===== config.mk =====
export PLATFORM = sky130hd
export DESIGN_NAME = tgtchk_precheck
export DESIGN_NICKNAME = d
export VERILOG_FILES = /design/src/rtl/tgtchk_pkg.sv /design/src/rtl/tgtchk_rst_sync.sv /design/src/rtl/tgtchk_edge_sync.sv /design/src/rtl/tgtchk_pulse_count.sv /design/src/rtl/tgtchk_addr_range.sv /design/src/rtl/tgtchk_precheck.sv
export SDC_FILE = /design/constraint.sdc
export NUM_CORES = 1
export LEC_CHECK = 0
export BUFFER_PORTS_ARGS = -buffer_cell sky130_fd_sc_hd__buf_2
export CORE_MARGIN = 1.5
export CORE_UTILIZATION = 34
export DETAILED_ROUTE_END_ITERATION = 6
export RECOVER_POWER = 100
export SLEW_MARGIN = 20
export SYNTH_ARGS = -nofsm -noshare
export SYNTH_HDL_FRONTEND = slang
export SYNTH_SLANG_ARGS = --single-unit
export TNS_END_PERCENT = 50

===== constraint.sdc =====
create_clock -name clk -period 0.8 [get_ports clk]
set_input_delay 0.16 -clock clk [delete_from_list [all_inputs] [get_ports clk]]
set_output_delay 0.16 -clock clk [all_outputs]
set_load 0.01 [all_outputs]

===== src/rtl/tgtchk_pkg.sv =====
package tgtchk_pkg;
  // Default geometry of the target part
  localparam int unsigned DEF_ADDR_W    = 12;
  localparam int unsigned DEF_DEV_DEPTH = 1024;
  localparam int unsigned DEF_SYNC_LEN  = 2;

  // Width needed to hold values 0..limit inclusive
  function automatic int unsigned cnt_width(input int unsigned limit);
    return (limit < 2) ? 1 : $clog2(limit + 1);
  endfunction

  // True when depth is a power of two
  function automatic bit is_pow2(input int unsigned depth);
    return (depth != 0) && ((depth & (depth - 1)) == 0);
  endfunction
endpackage


===== src/rtl/tgtchk_rst_sync.sv =====
module tgtchk_rst_sync #(
  parameter int unsigned STAGES = 2
) (
  input  logic clk,
  input  logic rst_n,
  output logic rst_sync_n
);
  logic [STAGES-1:0] chain_q;
  logic [STAGES-1:0] chain_d;

  always_comb begin
    chain_d = {chain_q[STAGES-2:0], 1'b1};
  end

  always_ff @(posedge clk or negedge rst_n) begin
    if (!rst_n) chain_q <= '0;
    else        chain_q <= chain_d;
  end

  assign rst_sync_n = chain_q[STAGES-1];
endmodule


===== src/rtl/tgtchk_edge_sync.sv =====
module tgtchk_edge_sync #(
  parameter int unsigned STAGES = 2
) (
  input  logic clk,
  input  logic rst_ni,
  input  logic async_in,
  output logic rise_o
);
  logic [STAGES-1:0] sync_q;
  logic [STAGES-1:0] sync_d;
  logic              prev_q;
  logic              prev_d;

  // Synchroniser chain, one flop per stage
  generate
    if (STAGES == 1) begin : g_single
      always_comb sync_d = async_in;
    end else begin : g_chain
      always_comb sync_d = {sync_q[STAGES-2:0], async_in};
    end
  endgenerate

  always_comb begin
    prev_d = sync_q[STAGES-1];
  end

  always_ff @(posedge clk or negedge rst_ni) begin
    if (!rst_ni) begin
      sync_q <= '0;
      prev_q <= 1'b0;
    end else begin
      sync_q <= sync_d;
      prev_q <= prev_d;
    end
  end

  assign rise_o = sync_q[STAGES-1] & ~prev_q;

  // one edge produces a single-cycle step
  a_r3_single_step: assert property (@(posedge clk) disable iff (!rst_ni)
    rise_o |=> !rise_o);
endmodule


===== src/rtl/tgtchk_pulse_count.sv =====
module tgtchk_pulse_count #(
  parameter int unsigned LIMIT = 1024,
  parameter int unsigned CNT_W = 11
) (
  input  logic             clk,
  input  logic             rst_ni,
  input  logic             clear_i,
  input  logic             step_i,
  output logic [CNT_W-1:0] count_o,
  output logic             full_o
);
  localparam logic [CNT_W-1:0] LIMIT_C = CNT_W'(LIMIT);

  logic [CNT_W-1:0] cnt_q;
  logic [CNT_W-1:0] cnt_d;
  logic             cnt_en;
  logic             at_limit;

  assign at_limit = (cnt_q >= LIMIT_C);

  // Clock enable: a clear or a step that still has headroom
  always_comb begin
    cnt_en = clear_i | (step_i & ~at_limit);
    if (clear_i) cnt_d = '0;
    else         cnt_d = cnt_q + CNT_W'(1);
  end

  always_ff @(posedge clk or negedge rst_ni) begin
    if (!rst_ni)     cnt_q <= '0;
    else if (cnt_en) cnt_q <= cnt_d;
  end

  assign count_o = cnt_q;
  assign full_o  = at_limit;

  // the counter never passes the pass threshold
  a_r5_saturate: assert property (@(posedge clk) disable iff (!rst_ni)
    cnt_q <= LIMIT_C);
  // a clear leaves the count at zero
  a_r8_clear_zero: assert property (@(posedge clk) disable iff (!rst_ni)
    clear_i |=> (count_o == '0));
  // a step below the limit adds exactly one
  a_r3_increment: assert property (@(posedge clk) disable iff (!rst_ni)
    (!clear_i && step_i && (count_o < LIMIT_C)) |=> (count_o == $past(count_o) + CNT_W'(1)));
  // a step at the limit changes nothing
  a_r5_hold_full: assert property (@(posedge clk) disable iff (!rst_ni)
    (!clear_i && (count_o == LIMIT_C)) |=> (count_o == LIMIT_C));
endmodule


===== src/rtl/tgtchk_addr_range.sv =====
module tgtchk_addr_range #(
  parameter int unsigned ADDR_W    = 12,
  parameter int unsigned DEV_DEPTH = 1024
) (
  input  logic              clk,
  input  logic              rst_ni,
  input  logic [ADDR_W-1:0] addr_i,
  output logic              err_o
);
  import tgtchk_pkg::*;

  localparam int unsigned IDX_W = $clog2(DEV_DEPTH);

  logic out_of_range;
  logic err_q;

  // Power-of-two array: any bit above the index field flags it.
  // Otherwise a magnitude compare is needed.
  generate
    if (is_pow2(DEV_DEPTH) && (IDX_W < ADDR_W)) begin : g_upper_bits
      always_comb out_of_range = |addr_i[ADDR_W-1:IDX_W];
    end else begin : g_compare
      always_comb out_of_range = ({1'b0, addr_i} >= (ADDR_W+1)'(DEV_DEPTH));
    end
  endgenerate

  always_ff @(posedge clk or negedge rst_ni) begin
    if (!rst_ni) err_q <= 1'b0;
    else         err_q <= out_of_range;
  end

  assign err_o = err_q;

  // the flag tracks the previous address against the array size
  a_r2_range_flag: assert property (@(posedge clk) disable iff (!rst_ni)
    ($past(addr_i) >= ADDR_W'(DEV_DEPTH)) |-> err_o);
  a_r2_in_range: assert property (@(posedge clk) disable iff (!rst_ni)
    ($past(addr_i) < ADDR_W'(DEV_DEPTH)) |-> !err_o);
endmodule


===== src/rtl/tgtchk_precheck.sv =====
module tgtchk_precheck #(
  parameter int unsigned ADDR_W    = tgtchk_pkg::DEF_ADDR_W,
  parameter int unsigned DEV_DEPTH = tgtchk_pkg::DEF_DEV_DEPTH,
  parameter int unsigned SYNC_LEN  = tgtchk_pkg::DEF_SYNC_LEN
) (
  input  logic              clk,
  input  logic              rst_n,
  input  logic [ADDR_W-1:0] tgt_addr,
  input  logic              chk_clear,
  input  logic              latch_pulse,
  input  logic              window_done,
  output logic              addr_range_err,
  output logic              orient_err
);
  import tgtchk_pkg::*;

  localparam int unsigned CNT_W = cnt_width(DEV_DEPTH);

  logic             rst_sync_n;
  logic             pulse_rise;
  logic [CNT_W-1:0] pulse_cnt;
  logic             cnt_full;
  logic             orient_q;
  logic             orient_d;
  logic             orient_en;

  tgtchk_rst_sync #(.STAGES(2)) u_rst (
    .clk        (clk),
    .rst_n      (rst_n),
    .rst_sync_n (rst_sync_n)
  );

  tgtchk_addr_range #(.ADDR_W(ADDR_W), .DEV_DEPTH(DEV_DEPTH)) u_range (
    .clk    (clk),
    .rst_ni (rst_sync_n),
    .addr_i (tgt_addr),
    .err_o  (addr_range_err)
  );

  tgtchk_edge_sync #(.STAGES(SYNC_LEN)) u_sync (
    .clk      (clk),
    .rst_ni   (rst_sync_n),
    .async_in (latch_pulse),
    .rise_o   (pulse_rise)
  );

  tgtchk_pulse_count #(.LIMIT(DEV_DEPTH), .CNT_W(CNT_W)) u_cnt (
    .clk     (clk),
    .rst_ni  (rst_sync_n),
    .clear_i (chk_clear),
    .step_i  (pulse_rise),
    .count_o (pulse_cnt),
    .full_o  (cnt_full)
  );

  // Sticky insertion flag: set on a short window, cleared only by the strobe
  always_comb begin
    orient_en = chk_clear | window_done;
    if (chk_clear) orient_d = 1'b0;
    else           orient_d = orient_q | ~cnt_full;
  end

  always_ff @(posedge clk or negedge rst_sync_n) begin
    if (!rst_sync_n)    orient_q <= 1'b0;
    else if (orient_en) orient_q <= orient_d;
  end

  assign orient_err = orient_q;

  // without a strobe the flag holds
  a_r6_hold: assert property (@(posedge clk) disable iff (!rst_sync_n)
    (!window_done && !chk_clear) |=> $stable(orient_err));
  // a set flag survives everything but a clear
  a_r7_sticky: assert property (@(posedge clk) disable iff (!rst_sync_n)
    (orient_err && !chk_clear) |=> orient_err);
  // a clear always drops the flag
  a_r8_clear_flag: assert property (@(posedge clk) disable iff (!rst_sync_n)
    chk_clear |=> !orient_err);
  // a short count at done raises the flag
  a_r4_short_sets: assert property (@(posedge clk) disable iff (!rst_sync_n)
    (window_done && !chk_clear && (pulse_cnt < CNT_W'(DEV_DEPTH))) |=> orient_err);
  // the flags are low while reset is held
  always_comb begin
    if (!rst_sync_n) begin
      a_r1_reset_low: assert (!orient_err && !addr_range_err);
    end
  end
endmodule


### Word-level counts from Yosys, hierarchy flattened

Cells that the tools add are included.

| storage, ports and cells | value |
|---|---|
| register bits | 18 |
| latch bits | 0 |
| RAM bits | 0 |
| ROM bits | 0 |
| input bits | 17 |
| output and inout bits | 2 |
| word-level logic and storage cells | 18 |
| memories | 0 |

| operators by class | value |
|---|---|
| $add $sub $neg | 1 |
| $mul | 0 |
| div/mod/pow operators | 0 |
| magnitude comparators | 1 |
| eq/ne operators | 0 |
| shifts and indexed selects | 0 |
| muxes and demuxes | 2 |
| bitwise logic cells | 7 |
| reductions and logical operators | 1 |

Operator list:

| operator | number |
|---|---|
| $add 11x1->11 const B | 1 |
| $ge 11x11->1 const B | 1 |
| $mux 11 | 1 |
| $or 1x1->1 | 3 |
| $and 1x1->1 | 2 |
| $not 1->1 | 2 |
| $reduce_or 2->1 | 1 |
| $mux 1 | 1 |

### Depth between registers and ports, before layout

Gate-level depths: netlist of the first run.

| logic depth | value |
|---|---|
| word-level depth | 4 |
| depth in mapped cells | 5 |
| mapped depth without buffers | 4 |

### Cells and area by module

Synthesis of the first run repeated with hierarchy kept, for this count alone.

| second synthesis, totals | value |
|---|---|
| cells, all modules | 72 |
| area total of the unflattened synthesis | 812.0 um^2 |

By module, submodules not included:

| module | times used | cells each | area each (um^2) | seq. area each (um^2) |
|---|---|---|---|---|
| tgtchk_pulse_count | 1 | 59 | 594.3 | 275.3 |
| tgtchk_edge_sync | 1 | 4 | 88.8 | 75.1 |
| tgtchk_rst_sync | 1 | 3 | 53.8 | 50.0 |
| tgtchk_precheck | 1 | 4 | 43.8 | 25.0 |
| tgtchk_addr_range | 1 | 2 | 31.3 | 25.0 |

### Worst setup path after synthesis of the first run

OpenSTA, ideal clock, no wires.

| timing | value |
|---|---|
| path kind | reg2reg |
| from | register u_cnt.cnt_q[10], in the netlist u_cnt.count_o[10] |
| to | register u_cnt.cnt_q[9], in the netlist u_cnt.count_o[9] |
| setup time | 0.125 ns |
| data arrival time | 1.477 ns |
| required time | 0.675 ns |
| slack | -0.801 ns |
| cell stages (with the launch flop) | 5 |
| buffers on the path | 1 |
| period minus slack after synthesis | 1.601 ns |
| path through | dfrtp_1 > or3b_1 > buf_2 > nor4_1 > mux2_2 |

| between the ends | value |
|---|---|
| word-level cells in the longest chain between the ends | 4 |

Ends and longest elaborated chain:

| element | line | RTL |
|---|---|---|
| start, declared | tgtchk_pulse_count.sv:14 | `logic [CNT_W-1:0] cnt_q;` |
| start signal, assigned | tgtchk_pulse_count.sv:30 | `else if (cnt_en) cnt_q <= cnt_d;` |
| $ge 11x11->1 | tgtchk_pulse_count.sv:19 | `assign at_limit = (cnt_q >= LIMIT_C);` |
| $not 1->1 | tgtchk_pulse_count.sv:23 | `cnt_en = clear_i \| (step_i & ~at_limit);` |
| $and 1x1->1 | tgtchk_pulse_count.sv:23 |  |
| $or 1x1->1 | tgtchk_pulse_count.sv:23 |  |

Every way passes these cells.
A chain may end at the register's enable or synchronous reset.

### Worst setup path after layout of the first run

| timing | value |
|---|---|
| from | register u_cnt.cnt_q[10], in the netlist u_cnt.count_o[10] |
| to | register u_cnt.cnt_q[10], in the netlist u_cnt.count_o[10] |

| between the ends | value |
|---|---|
| word-level cells in the longest chain between the ends | 4 |
| elaborated cells between the ends (all ways) | 6 |
| classes of those cells | add/sub: 1; order compare: 1; mux: 1; bitwise: 3 |

Ends and longest elaborated chain:

| element | line |
|---|---|
| $ge 11x11->1 | tgtchk_pulse_count.sv:19 |
| $not 1->1 | tgtchk_pulse_count.sv:23 |
| $and 1x1->1 | tgtchk_pulse_count.sv:23 |
| $or 1x1->1 | tgtchk_pulse_count.sv:23 |

Several ways; a longest one is shown, not always the timed one.

==> results of run 1 <==
## sequential cells by signal (all words and copies together), names as in the netlist
register / count
orient_err: 1
u_cnt.count_o: 11
u_range.err_o: 1
u_rst.chain_q: 2
u_sync.prev_q: 1
u_sync.sync_q: 2
## area by class of cell
type	instances	area, um2
Tap cell	27	33.8
Timing Repair Buffer	29	209
Sequential cell	18	450
Inverter	3	11.3
Multi-Input combinational cell	47	363
Fill cell	191	938
Clock buffer	4	36.3
## logic make-up (layout without fill, tap and decap cells)
family,Yosys count,in the layout,synth area share (%)
multiplexers,4,4,5.75
XOR/XNOR,1,1,1.15
AND/OR/NAND/NOR,28,28,20.0
buffers and inverters,6,36,3.28
other,1,1,0.492
AO/OA/AOI/OAI,12,12,8.54
adder cells (fa/ha/maj),1,1,1.64
flip-flops,18,18,59.1
## synthesized netlist by cell type, drive strengths merged
library cell,count
conb,1
nor2,6
clkbuf,1
or2,1
or4,3
o31ai,2
ha,1
or3b,1
dfrtp,18
a21oi,7
nor2b,3
or3,3
nand3,5
nor4,3
xor2,1
o21ai,3
nand2,3
mux2,3
buf,2
inv,3
mux2i,1
## metal layers
metal  wire [um]  part of all wire [%]  up-vias
met5           0                     0        -
met4          51                   3.4        0
met3          30                   2.0        4
met2         714                    48        8
met1         704                    47      288
li1            -                     -      306
## timing repair
item,CTS,global route
pin swaps,4,4
endpoints found under the hold margin,3,0
setup endpoints to repair,13,13
resized for setup,3,12
hold buffers,2,0
buffers inserted,1,0
## power by group through the flow
stage / Sequential, mW / Combinational [mW] / Clock (mW)
floorplan: 0.976 / 0.0461 / 0
global placement: 0.966 / 0.120 / 0
detailed placement: 0.968 / 0.123 / 0
CTS: 0.950 / 0.140 / 0.573
global route: 0.952 / 0.153 / 0.611
finish: 0.948 / 0.138 / 0.573
## final timing paths
check | from | cells past startpoint | to | slack, ns
setup / recovery | u_cnt.count_o[10]$_DFFE_PN0P_ | 4 | u_cnt.count_o[10]$_DFFE_PN0P_ | -0.79
hold / removal | tgt_addr[10] | 2 | u_range.err_o$_DFF_PN0_ | 0.03
setup reg to reg | u_cnt.count_o[10]$_DFFE_PN0P_ | 4 | u_cnt.count_o[10]$_DFFE_PN0P_ | -0.79
hold reg to reg | u_rst.chain_q[1]$_DFF_PN0_ | 0 | u_sync.sync_q[1]$_DFF_PN0_ | 0.06
max in group asynchronous | u_rst.chain_q[1]$_DFF_PN0_ | 1 | u_cnt.count_o[10]$_DFFE_PN0P_ | 0.18
min in group asynchronous | u_rst.chain_q[1]$_DFF_PN0_ | 0 | u_sync.sync_q[1]$_DFF_PN0_ | 0.06
## stage by stage
| step | setup WS, ns | setup TNS [ns] | power, mW | area, um2 |
|---|---|---|---|---|
| after global routing | -0.838 | -8.88 | 1.72 | 1100 |
| after floorplan | -0.771 | -7.47 | 1.02 | 787 |
| after global placement | -0.875 | -8.45 | 1.09 | 988 |
| after detailed placement | -0.908 | -8.63 | 1.09 | 988 |
| after CTS | -0.813 | -8.30 | 1.66 | 1060 |
| final | -0.788 | -8.13 | 1.66 | 1100 |
==> impl_metrics.yaml, run 1 <==
synthesis:
  synth.cell_area_um2: 762
  synth_area_leaders: "dfrtp_1 59%, a21oi_1 4.6%, mux2_2 4.4%"
  synth_top_area_share_pct: 59.1
  syn_nets: 89
  postSynthAreaPerCell_um2: 10.7
  ys_seq_area_share_pct: 59.1
  synth-seq-cells: 18
  synth_top_area_cell: "dfrtp_1"
  ys_warn_count: 0
  synthDistinctLibCells: 21
  syn_inst: 71
outcome:
  violations: "negative setup slack"
  status: "complete, but fails checks"
sta:
  slew_violations: 0
  fin_crit_ns: 1.59
  finalHoldWorstSlack_ns: 0.0344
  rsz0062_at_grt: "yes"
  setup_viol: 13
  timing.final.crit_share_pct: 198
  finalHoldViolations: 0
  fmax_mhz: 630
  fin_skew_ns: 0.00208
  fin_ws_ns: -0.788
global_route:
  grt_busiest_layer: "met2"
  grtUsageMet3_pct: 2.68
  antenna_found_initial: 0
  use_met2_pct: 22.1
  overflow: 0
  track_usage_pct: 14.1
  grtUsageMet1_pct: 17.7
  grt_pass1_wl_um: 2590
  grt_pass1_vias: 608
  grt_start_max_net_pins: 14
cells_and_area:
  fin_cells: 128
  num-nets-final: 120
  utilization_pct: 54.0
  final_cell_mix: "18 x dfrtp_1, 17 x buf_4, 6 x nor2_1, 6 x a21oi_2, 6 x buf_2"
  area_growth_pct: 44.8
  insertedDiodeCount: 0
  drive_gt1_share_pct: 45.5
  layout_commonest_cell: "dfrtp_1"
critical_path:
  crit_arrival_ns: 1.83
  critical-path-max-stage-delay_ns: 0.45
  cp_cell_sequence: "or3b_4 > buf_6 > or4_4 > a21oi_2"
  path_max_fanout: 8
  worst-path-buf-inv: 1
  cpLargestDelayFamily: "simple AND/OR/NAND/NOR gates"
  crit_required_ns: 1.04
  critPathLaunchType: "flop"
  crit_type: "flop to flop"
  endpoint_kind: "flop"
  cp_slowest_cell: "or3b_4"
clock_tree:
  htreeDepth: 1
  cts_tree: "yes"
  cts_buffers: 3
  clkLatencyLatePin_ns: 0.30
  clkSinkCount: 18
  cts.path.max_buffers: 2
  ctsRootBufferMaster: "clkbuf_4"
  path_clk_slew_ns: 0.10
floorplanning:
  die_h_um: 50.3
  die_w_um: 50.3
  io_pins: 19
  initial_core_util_pct: 37.3
  num_rows: 16
  dieArea_um2: 2530
  core_area_um2: 2040
drt:
  routed_wirelength_um: 1500
  vias: 606
  drc: 0
  routedWlPerCell_um: 11.7
  dr.pass1.iters: 4
  ant_nets: 0
  viasPerCell: 4.73
  drt_iter0_drc: 11
placement:
  routabilityCongestion: 0.763
  post-place-cells: 121
  io_buffers: 8
  hpwl_um: 1080
pwr:
  ir_worst_vdd_mv: 1.13
  p_int_mw: 1.28
  powerDensity_nw_per_um2: 1500
  power_frac_comb_pct: 8.3
  seq_power_share_pct: 57.2
  p_leak_nw: 0.504
  switchingPower_mw: 0.378
  p_clk_share_pct: 34.5
  sw_frac_of_total_pct: 22.8
worst_hold_path:
  worstHoldPathType: "input port to flop"
flow_run:
  drv_cap: 0
Power figures use the tool's default switching activity.
==> run 2: changes to the inputs <==
RECOVER_POWER = 25   (was 100)
==> impl_metrics.yaml, run 2 (synthesis gave the netlist of run 1 again) <==
placement:
  place_area_um2: 988
  io_buffers: 8
  hpwl_um: 1080
  routabilityCongestion: 0.763
  dpl_worst_slack_ns: -0.908
  post-place-cells: 121
cells_and_area:
  fin_cells: 128
  fin_area_um2: 1120
  drive_gt1_share_pct: 45.5
  layout_commonest_cell: "dfrtp_1"
  num-nets-final: 120
  insertedDiodeCount: 0
  area_growth_pct: 46.8
  final_cell_mix: "18 x dfrtp_1, 17 x buf_4, 6 x nor2_1, 6 x a21oi_2, 6 x buf_2"
  largest_reg_flops: 11
sta:
  fin_skew_ns: 0.00186
  rsz0062_at_grt: "yes"
  fmax_mhz: 630
  finalHoldViolations: 0
  fin_crit_ns: 1.59
  fin_setup_tns_ns: -8.12
  fin_ws_ns: -0.788
  setup_viol: 13
  timing.final.crit_share_pct: 198
  slew_violations: 0
clock_tree:
  clkLatencyLatePin_ns: 0.30
  cts.path.max_buffers: 2
  ctsRootBufferMaster: "clkbuf_4"
  cts_buffers: 3
  path_clk_slew_ns: 0.10
  htreeDepth: 1
  clkSinkCount: 18
  cts_tree: "yes"
critical_path:
  r2r-end: "u_cnt.count_o[10]$_DFFE_PN0P_"
  worst_r2r_path_depth: 4
  rrSetupSlack_ns: -0.79
  critPathLaunchType: "flop"
  crit_type: "flop to flop"
  crit_required_ns: 1.04
  endpoint_kind: "flop"
  cpLargestDelayFamily: "simple AND/OR/NAND/NOR gates"
  crit_arrival_ns: 1.83
  worst-path-buf-inv: 1
  critical-path-max-stage-delay_ns: 0.45
  cp_cell_sequence: "or3b_4 > buf_6 > or4_4 > a21oi_2"
  cp_slowest_cell: "or3b_4"
  timing.rr.start: "u_cnt.count_o[10]$_DFFE_PN0P_"
  path_max_fanout: 8
outcome:
  status: "complete, but fails checks"
  violations: "negative setup slack"
floorplanning:
  dieArea_um2: 2530
  core_area_um2: 2040
  die_h_um: 50.3
  initial_core_util_pct: 37.3
  die_w_um: 50.3
  num_rows: 16
  io_pins: 19
pwr:
  ir_worst_vdd_mv: 1.13
  powerDensity_nw_per_um2: 1490
  p_leak_nw: 0.509
  power_mw: 1.66
drt:
  dr.pass1.iters: 4
  routedWlPerCell_um: 11.6
  drc: 0
  routed_wirelength_um: 1490
  viasPerCell: 4.72
  drt_iter0_drc: 11
  ant_nets: 0
  vias: 604
global_route:
  grt_pass1_wl_um: 2590
  antenna_found_initial: 0
  overflow: 0
  grt_start_max_net_pins: 14
  grt_pass1_vias: 608
  track_usage_pct: 14.1
worst_hold_path:
  hold_path_end: "u_range.err_o$_DFF_PN0_"
  hp-start: "tgt_addr[10]"
  min_path_cells: 2
  worstHoldPathType: "input port to flop"
flow_run:
  drv_cap: 0
[run 2: cell types whose count changed in the layout (fill, tap and decap cells not counted)]
cell      delta
buf_12       +1
clkbuf_2     -1
[run 2: report_power, final]
part           internal [mW]  total (mW)  switching, mW
registers              0.934       0.950         0.0153
clock network          0.278       0.568          0.290
logic                 0.0766       0.145         0.0688
total                   1.29        1.66          0.374
[run 2: worst max-delay path by stage]
stage,slack (ns),to,startpoint,cells past startpoint
floorplan,-0.77,u_cnt.count_o[7]$_DFFE_PN0P_,u_sync.prev_q$_DFF_PN0_,4
global placement,-0.88,u_cnt.count_o[7]$_DFFE_PN0P_,u_sync.prev_q$_DFF_PN0_,3
detailed placement,-0.91,u_cnt.count_o[10]$_DFFE_PN0P_,u_cnt.count_o[10]$_DFFE_PN0P_,4
CTS,-0.81,u_cnt.count_o[10]$_DFFE_PN0P_,u_cnt.count_o[10]$_DFFE_PN0P_,4
global route,-0.84,u_cnt.count_o[10]$_DFFE_PN0P_,u_cnt.count_o[10]$_DFFE_PN0P_,4
finish,-0.79,u_cnt.count_o[10]$_DFFE_PN0P_,u_cnt.count_o[10]$_DFFE_PN0P_,4
[run 2: what timing repair did]
item,in CTS,in global routing
hold buffers,2,0
setup endpoints to repair,13,13
setup buffers,1,0
gates resized for setup,3,12
gates cloned,0,0
pin swaps,4,4
endpoints found under the hold margin,3,0
[run 2: metal layers]
| layer | track usage, % | share of wire (%) | wire length [um] |
|---|---|---|---|
| met3 | 2.68 | 2.0 | 30 |
| met5 | 0 | 0 | 0 |
| met1 | 17.7 | 46 | 685 |
| met4 | 9.46 | 3.4 | 51 |
| met2 | 22.1 | 48 | 718 |
[run 2: cell type report]
| cell class | instances | area, um2 |
|---|---|---|
| repair buffers | 29 | 224 |
| clock buffers | 4 | 36.3 |
| well taps | 27 | 33.8 |
| inverters | 3 | 11.3 |
| multi-input cells | 47 | 363 |
| flip-flops and latches | 18 | 450 |
| fillers | 189 | 923 |
[run 2: stage by stage]
stage               util [%]  hold slack (ns)
CTS                     52.0           0.0358
global route            54.8           0.0295
floorplan                  -           -0.136
finish                  54.8           0.0363
global placement        48.4          -0.0560
detailed placement      48.4          -0.0549
==> run 3: changes to the inputs <==
ABC_AREA = 1   (was not set)
REMOVE_ABC_BUFFERS = 1   (was not set)
==> impl_metrics.yaml, run 3 <==
critical_path:
  crit_arrival_ns: 1.36
  critPathLaunchType: "flop"
  path_max_fanout: 6
  crit_type: "flop to flop"
  crit_required_ns: 1.04
  endpoint_kind: "flop"
cells_and_area:
  utilization_pct: 50.5
  drive_gt1_share_pct: 40.0
  area_growth_pct: 41.5
  num-nets-final: 144
  layout_commonest_cell: "dfrtp_1"
  largest_reg_flops: 11
  final_cell_mix: "18 x dfrtp_1, 17 x buf_4, 15 x nand2_1"
  insertedDiodeCount: 0
synthesis:
  synthXorXnorAreaFrac_pct: 1.11
  synthMuxAreaShare_pct: 0
  yosys.area_share.simple_pct: 28.7
  ys_seq_area_share_pct: 57.1
  ys_warn_count: 0
  synth_fa_ha_area_share_pct: 1.58
  synth_edf_count: 0
  async_reset_ff_share_pct: 100
  postSynthAreaPerCell_um2: 8.68
  synth_top_area_cell: "dfrtp_1"
  synthFlopType: "dfrtp_1"
  yosys-top-cells-count: "20 x nand2_1, 18 x dfrtp_1, 14 x nor2_1"
  syn_inst: 91
  synthDistinctLibCells: 17
  synth_top_family_by_area: "simple AND/OR/NAND/NOR gates"
  synth_top_area_share_pct: 57.1
  yosysMostFrequentCell: "nand2_1"
  synth.cell_area_um2: 790
  synth-seq-cells: 18
  synth_compound_area_share_pct: 6.34
  synth_area_leaders: "dfrtp_1 57%, nand2_1 9.5%, nor2_1 6.7%"
worst_hold_path:
  worstHoldPathType: "input port to flop"
pwr:
  powerDensity_nw_per_um2: 1520
  ir_worst_vdd_mv: 1.12
  p_leak_nw: 0.539
clock_tree:
  clkSinkCount: 18
  cts_buffers: 3
  cts.path.max_buffers: 2
  htreeDepth: 1
  path_clk_slew_ns: 0.10
  clkLatencyLatePin_ns: 0.30
  ctsRootBufferMaster: "clkbuf_4"
  cts_tree: "yes"
global_route:
  grt_start_max_net_pins: 17
  overflow: 0
  track_usage_pct: 15.8
  grt_pass1_wl_um: 2910
  antenna_found_initial: 0
  grt_pass1_vias: 693
sta:
  finalHoldViolations: 0
  fin_crit_ns: 1.13
  slew_violations: 0
  setup_viol: 14
  fin_ws_ns: -0.328
  fmax_mhz: 886
  rsz0062_at_grt: "yes"
  timing.final.crit_share_pct: 141
  finalHoldWorstSlack_ns: 0.0373
  fin_skew_ns: 0.00557
floorplanning:
  dieArea_um2: 2620
  die_h_um: 51.2
  num_rows: 17
  die_w_um: 51.2
  initial_core_util_pct: 35.7
  core_area_um2: 2210
  io_pins: 19
placement:
  hpwl_um: 1180
  routabilityCongestion: 0.755
  io_buffers: 8
outcome:
  status: "complete, but fails checks"
  violations: "negative setup slack"
drt:
  viasPerCell: 4.82
  routedWlPerCell_um: 11.3
  drt_iter0_drc: 8
  vias: 737
  dr.pass1.iters: 4
  ant_nets: 0
  routed_wirelength_um: 1730
  drc: 0
flow_run:
  drv_cap: 0
[run 3: cell count changes after synthesis, moves of 2 or more]
| cell | previous run | this run |
|---|---|---|
| nand2_1 | 3 | 20 |
| nor2_1 | 6 | 14 |
| inv_1 | 3 | 8 |
| nand4_1 | 0 | 4 |
| mux2_2 | 3 | 0 |
| nand3_1 | 5 | 8 |
| nor2b_1 | 3 | 0 |
| nor4_1 | 3 | 0 |
| or3_1 | 3 | 0 |
| or4_1 | 3 | 0 |
| buf_2 | 2 | 0 |
| o31ai_1 | 2 | 0 |
[run 3: repair_timing]
| item | CTS | global route |
|---|---|---|
| hold endpoints to repair | 3 | 0 |
| buffers inserted | 1 | 2 |
| resized for setup | 7 | 13 |
| gates cloned | 1 | 0 |
| hold buffers | 2 | 0 |
| pin swaps | 2 | 3 |
| setup endpoints to repair | 13 | 14 |
[run 3: cells by family (layout without fill, tap and decap cells)]
logic type,Yosys count,after routing
AND/OR/NAND/NOR,50,50
flip-flops,18,18
adder cells (fa/ha/maj),1,1
other,1,1
XOR/XNOR,1,1
buffers and inverters,10,44
AO/OA/AOI/OAI,10,10
[run 3: worst max-delay path: stages, from the launching register on]
cell and delay (ns):
dfrtp_1 0.39, nor2_1 0.11, nand2_2 0.16, nor2_2 0.15, nand2_2 0.07, nand2_2 0.05, nand2_1 0.04, nor2_1 0.08
[run 3: final cells by class]
class | instances | area (um2)
fillers | 223 | 1090
flip-flops and latches | 18 | 450
multi-input cells | 63 | 348
repair buffers | 29 | 203
inverters | 10 | 37.5
clock buffers | 4 | 36.3
well taps | 28 | 35.0
repair inverters | 1 | 7.51
[run 3: path summary, 6_finish.rpt]
| path | start | end | slack [ns] | depth (start not counted) |
|---|---|---|---|---|
| hold / removal | tgt_addr[10] | u_range.err_o$_DFF_PN0_ | 0.04 | 2 |
| hold reg to reg | u_rst.chain_q[1]$_DFF_PN0_ | u_cnt.count_o[6]$_DFFE_PN0P_ | 0.27 | 1 |
| min in group asynchronous | rst_n | u_rst.chain_q[1]$_DFF_PN0_ | 0.16 | 2 |
| setup / recovery | u_cnt.count_o[10]$_DFFE_PN0P_ | u_cnt.count_o[8]$_DFFE_PN0P_ | -0.33 | 7 |
| max in group asynchronous | u_rst.chain_q[1]$_DFF_PN0_ | u_cnt.count_o[8]$_DFFE_PN0P_ | 0.24 | 1 |
| setup reg to reg | u_cnt.count_o[10]$_DFFE_PN0P_ | u_cnt.count_o[8]$_DFFE_PN0P_ | -0.33 | 7 |
[run 3: per-stage QoR]
stage / setup WS (ns) / TNS [ns] / total power, mW / area, um2 / cells
2_1_floorplan: -0.350 / -2.47 / 1.03 / 790 / 91
3_3_place_gp: -0.300 / -2.93 / 1.11 / 985 / 143
3_5_place_dp: -0.356 / -3.24 / 1.12 / 985 / 143
4_1_cts: -0.332 / -3.70 / 1.69 / 1070 / 151
5_1_grt: -0.414 / -4.59 / 1.77 / 1120 / 153
6_report: -0.328 / -3.54 / 1.70 / 1120 / 153
[run 3: layer usage]
metal	vias up	global-route usage (%)	part of all wire [%]
met1	354	17.7	43
li1	361	-	-
met2	17	27.1	50
met5	-	0	0
met4	0	9.46	2.2
met3	5	3.51	3.9
[run 3: power breakdown]
part | internal, mW | leakage (nW) | switching (mW)
logic | 0.0876 | 0.284 | 0.0927
clock network | 0.278 | 0.0210 | 0.290
registers | 0.936 | 0.233 | 0.0147
total | 1.30 | 0.539 | 0.398
